===== config.mk =====
export PLATFORM = sky130hd
export DESIGN_NAME = fp2int_cvt
export DESIGN_NICKNAME = d
export VERILOG_FILES = /design/src/rtl/fp2int_cvt.sv
export SDC_FILE = /design/constraint.sdc
export NUM_CORES = 1
export LEC_CHECK = 0
export ABC_AREA = 1
export BUFFER_PORTS_ARGS = -buffer_cell sky130_fd_sc_hd__buf_2
export CORE_MARGIN = 5
export CORE_UTILIZATION = 45
export CTS_CLUSTER_DIAMETER = 60
export DETAILED_ROUTE_END_ITERATION = 16
export PLACE_DENSITY = 0.66
export SYNTH_ARGS = -nofsm -noshare
export SYNTH_HDL_FRONTEND = slang
export SYNTH_SLANG_ARGS = --single-unit

===== constraint.sdc =====
create_clock -name clk -period 7.5 [get_ports clk]
set_input_delay 2.25 -clock clk [delete_from_list [all_inputs] [get_ports clk]]
set_output_delay 2.25 -clock clk [all_outputs]
set_load 0.01 [all_outputs]

===== src/rtl/fp2int_cvt.sv =====
module fp2int_cvt (
  input  logic        clk,
  input  logic        rst_n,
  input  logic        in_valid,
  input  logic [63:0] src,
  input  logic        wide,
  input  logic [1:0]  rc_glb,
  input  logic        rc_ovr_en,
  input  logic        reg_src,
  input  logic [1:0]  rc_op,
  output logic        out_valid,
  output logic [63:0] result,
  output logic        invalid,
  output logic        inexact
);

  localparam logic [63:0] INDEF64 = 64'h8000_0000_0000_0000;
  localparam logic [63:0] INDEF32 = 64'h0000_0000_8000_0000;

  logic [31:0] f;
  logic        sgn, special, big, rbit, sticky, up, ovf, inv_c, inx_c;
  logic [7:0]  ex, ee, lsh, rsh, eu, lim;
  logic [4:0]  sc;
  logic [22:0] fr;
  logic [23:0] m, ip;
  logic [48:0] shr;
  logic [63:0] mag, sv, res_c;
  logic [1:0]  rc;
  logic        wide_q;

  assign f       = src[31:0];
  assign sgn     = f[31];
  assign ex      = f[30:23];
  assign fr      = f[22:0];
  assign special = (ex == 8'hff);
  assign ee      = (ex == 8'd0) ? 8'd1 : ex;
  assign m       = {ex != 8'd0, fr};
  assign big     = (ee >= 8'd150);
  assign lsh     = ee - 8'd150;
  assign rsh     = 8'd150 - ee;
  assign sc      = (rsh > 8'd25) ? 5'd25 : rsh[4:0];
  assign shr     = {m, 25'b0} >> sc;
  assign ip      = shr[48:25];
  assign rbit    = shr[24];
  assign sticky  = |shr[23:0];
  assign rc      = (rc_ovr_en && reg_src) ? rc_op : rc_glb;

  always_comb begin
    case (rc)
      2'b00:   up = rbit & (sticky | ip[0]);
      2'b01:   up = sgn & (rbit | sticky);
      2'b10:   up = ~sgn & (rbit | sticky);
      default: up = 1'b0;
    endcase
  end

  assign mag   = big ? ({40'b0, m} << lsh) : {39'b0, {1'b0, ip} + {24'b0, up}};
  assign eu    = ex - 8'd127;
  assign lim   = wide ? 8'd63 : 8'd31;
  assign ovf   = (ex >= 8'd127) && ((eu > lim) || ((eu == lim) && !(sgn && fr == 23'd0)));
  assign inv_c = special | ovf;
  assign inx_c = ~inv_c & ~big & (rbit | sticky);
  assign sv    = sgn ? (64'd0 - mag) : mag;
  assign res_c = inv_c ? (wide ? INDEF64 : INDEF32)
                       : (wide ? sv : {32'b0, sv[31:0]});

  always_ff @(posedge clk) begin
    if (!rst_n) begin
      out_valid <= 1'b0;
      result    <= 64'd0;
      invalid   <= 1'b0;
      inexact   <= 1'b0;
      wide_q    <= 1'b0;
    end else begin
      out_valid <= in_valid;
      if (in_valid) begin
        result  <= res_c;
        invalid <= inv_c;
        inexact <= inx_c;
        wide_q  <= wide;
      end
    end
  end

  assert_latency_R12: assert property (@(posedge clk) disable iff (!rst_n)
    in_valid |=> out_valid);
  assert_idle_R12: assert property (@(posedge clk) disable iff (!rst_n)
    !in_valid |=> !out_valid);
  assert_flag_excl_R8: assert property (@(posedge clk) disable iff (!rst_n)
    out_valid |-> !(invalid && inexact));
  assert_narrow_upper_R2: assert property (@(posedge clk) disable iff (!rst_n)
    (out_valid && !wide_q) |-> (result[63:32] == 32'd0));
  assert_indef64_R6: assert property (@(posedge clk) disable iff (!rst_n)
    (out_valid && invalid && wide_q) |-> (result == INDEF64));
  assert_indef32_R5: assert property (@(posedge clk) disable iff (!rst_n)
    (out_valid && invalid && !wide_q) |-> (result == INDEF32));
  assert_special_R7: assert property (@(posedge clk) disable iff (!rst_n)
    (in_valid && src[30:23] == 8'hff) |=> invalid);

endmodule


==> metrics.md <==
| Metric | Value |
|---|---|
| Status | complete, but fails checks |
| Violated checks | negative setup slack |
| Row count | 55 |
| Buf+Inv Stages, Crit Path | 8 |
| Antenna diode count | 0 |
| Share of power burned in registers | 0.199 |
| CTS HTree Levels | 3 |
| Initial antenna violation count | 0 |
| Fmax | 132 MHz |
| Initial DRC count | 1503 |
| Final min period | 7.56 ns |
| # clock sinks | 67 |
| Int Pwr | 1.08 mW |
| Final hold violation count | 0 |
| Largest net degree at the start of global routing | 69 |
| Worst-path maximum fanout | 6 |
| Ys async rst share | 0 |
| Most used cell along the critical path | nand2_1 |
| Initial Utilization | 0.455 |
| Chip width | 161 µm |
| Final setup viols | 9 |
| Max-cap violation count | 0 |
| Die area | 25900 µm² |
| Filler Cell Count | 2221 |
| Average size of a mapped cell | 5.17 µm² |
| DP Area | 12500 µm² |
| Die Y-Extent | 161 µm |
| Final hold slack | 0.460 ns |
| Synthesized flop and latch total | 67 |
| Total CTS buffers | 9 |
| Root Driver | clkbuf_16 |
| Sw Share | 0.448 |
| Final setup margin | -0.0600 ns |
| Dpl ws | -0.566 ns |
| Tot Pwr | 1.95 mW |
| Clk_lat worst skew | 0.33 ns |
| Design area | 14300 µm² |
| Combinational share of power | 0.587 |
| Slowest stage cell, crit path | o41ai_4 |
| Core box area | 22500 µm² |
| Worst setup EP type | flip-flop |
| Relative slew slack | 0.270 |
| Clk pwr share | 0.214 |
| Req. time, crit path | 7.67 ns |
| Ys Warns | 0 |
| Layout cell share with drive strength beyond 1 | 0.311 |
| P&R area growth vs syn | 39.8% |
| Worst-Margin Slew | 1.09 ns |
| Initial DRT Pass Iterations | 7 |
| Nets | 2379 |
| Number of port buffers | 108 |
| Synth Cell Area | 10200 µm² |
| Synth cell types | 53 |
| Global route total overflow | 0 |
| Max incr delay on CP | 0.43 ns |
| CTS max path bufs | 2 |
| Final core utilization | 0.636 |
| P_leak | 7.16 nW |
| Crit share post-route | 1.01 |
| Worst Hold Class | reg2reg |
| EDFF count, synth | 0 |
| RSZ-0062 raised after global routing | yes |
| Seq/Total Area, Yosys | 0.131 |
| DP HPWL | 34.4 mm |
| Remaining DRCs | 0 |
| Syn Nets | 2063 |
| GRT Overall Usage | 0.320 |
| CP startpoint kind | input pin |
| Clock skew | 0 ns |
| PwrDens | 136 nW/µm² |
| Data arrival time of the critical path | 7.73 ns |
| WL/cell | 17.1 µm |
| Number of global-route vias before repair | 12836 |
| Clock slew at reported path FFs | 0.06 ns |
| Slew Limit Fails | 0 |
| Drt via density | 5.64 |
| Post-Synthesis Cells | 1981 |
| Post-Route WL | 44.2 mm |
| CTS tree | yes |
| Vias | 14592 |
| Antenna viol nets, final | 0 |
| Worst vdd ir | 0.000112 V |
| Family with the most delay on the worst path | simple AND/OR/NAND/NOR gates |
| GP Congestion | 1.04 |
| Dominant synthesized flop cell | dfxtp_1 |
| I/O Pins | 141 |
| Switch Pwr | 0.876 mW |
| Global-route wire length before repair | 67.4 mm |
| Type of the worst setup path | in2reg |
power by group through the flow:
stage / logic (mW) / registers (mW) / clock network [mW]
after floorplan: 0.599 / 0.408 / 0
after global placement: 0.955 / 0.396 / 0
after detailed placement: 0.964 / 0.397 / 0
after CTS: 0.992 / 0.389 / 0.422
after global routing: 1.24 / 0.392 / 0.443
final: 1.15 / 0.389 / 0.417
per-stage QoR:
stage / setup TNS, ns / std cells
after floorplan: 0 / 1981
after global placement: -18.85 / 2510
after detailed placement: -23.11 / 2510
after CTS: 0 / 2565
after global routing: -12.27 / 2586
final: -0.207 / 2586
what timing repair did:
item / in CTS / in global routing
resized for setup: 32 / 232
pin swaps: 20 / 76
hold buffers: 0 / 0
setup endpoints to repair: 45 / 59
cloned: 1 / 1
setup buffers: 39 / 24
cell usage after synthesis, types with 3 or more instances:
library cell | n | area, µm²
a21oi_1 | 97 | 485
a31oi_1 | 4 | 25.0
and2_1 | 3 | 18.8
buf_1 | 11 | 41.3
buf_2 | 25 | 125
buf_4 | 13 | 97.6
buf_6 | 6 | 67.6
clkbuf_1 | 44 | 165
clkinv_1 | 5 | 18.8
dfxtp_1 | 67 | 1340
ha_1 | 8 | 100
inv_1 | 137 | 514
inv_2 | 22 | 82.6
mux2i_1 | 6 | 60.1
nand2_1 | 698 | 2620
nand2_2 | 26 | 163
nand2_4 | 3 | 33.8
nand3_1 | 269 | 1350
nand3_2 | 20 | 200
nand3b_1 | 7 | 52.6
nand4_1 | 70 | 438
nor2_1 | 194 | 728
nor2_2 | 18 | 113
nor2_4 | 8 | 90.1
nor3_1 | 16 | 80.1
nor4_1 | 4 | 25.0
o211ai_1 | 11 | 82.6
o21a_1 | 4 | 30.0
o21ai_0 | 105 | 526
o21ai_1 | 31 | 155
o22ai_1 | 3 | 18.8
o31ai_1 | 3 | 22.5
or2_2 | 8 | 50.1
xnor2_1 | 9 | 78.8
xor2_1 | 6 | 52.6
registers in the layout (all words and copies together), names as in the netlist:
| name | count |
|---|---|
| inexact | 1 |
| result | 64 |
| out_valid | 1 |
| invalid | 1 |
cells in the final DEF, fill, tap and decap left out, drive strengths merged, types with 9 or more instances in the layout:
cell    Yosys  final
inv       160    160
o21ai     138    138
a21oi      98     98
nand3     289    289
nor2      221    221
buf        55    403
dfxtp      67     67
clkbuf     44     12
xnor2       9      9
nor3       17     17
nand4      71     71
o211ai     11     11
nand2     727    727
or2        11     11
metal layers:
metal / up-vias / GRT usage / share of wire
li1: 7164 / - / -
met3: 96 / 0.0793 / 0.099
met2: 630 / 0.508 / 0.45
met4: 0 / 0.0659 / 0.025
met5: - / 0 / 0
met1: 6702 / 0.441 / 0.43
worst paths after layout:
kind                                 from                       to  slack, ns  depth (start not counted)
hold reg to reg   result[12]$_SDFFE_PN0P_  result[12]$_SDFFE_PN0P_       0.46                          2
setup / recovery                  src[27]  result[44]$_SDFFE_PN0P_      -0.06                         48
hold / removal    result[12]$_SDFFE_PN0P_  result[12]$_SDFFE_PN0P_       0.46                          2
setup reg to reg  result[31]$_SDFFE_PN0P_  result[31]$_SDFFE_PN0P_       6.80                          2
cell families (layout without fill, tap and decap cells):
| family | count (synthesis) | count (layout) | synth area share |
|---|---|---|---|
| AO/OA/AOI/OAI | 270 | 270 | 0.143 |
| XOR/XNOR | 15 | 15 | 0.0128 |
| adder cells (fa/ha/maj) | 8 | 8 | 0.00977 |
| buffers and inverters | 265 | 585 | 0.110 |
| flip-flops | 67 | 67 | 0.131 |
| multiplexers | 6 | 6 | 0.00586 |
| AND/OR/NAND/NOR | 1350 | 1350 | 0.588 |
cell type report:
cell class / instances / area [µm²] / area share
inverters: 166 / 653 / 0.0456
well taps: 285 / 357 / 0.0249
repair buffers: 404 / 2960 / 0.206
flip-flops and latches: 67 / 1340 / 0.0937
clock buffers: 11 / 243 / 0.0170
clock inverters: 4 / 51.3 / 0.00358
multi-input cells: 1649 / 8720 / 0.609
worst reg2reg max path: stages, from the launching register on:
cell and delay (ns):
dfxtp_1 0.31, a21oi_1 0.15, a21oi_1 0.08
No activity file was read; power rests on OpenSTA's default activity.
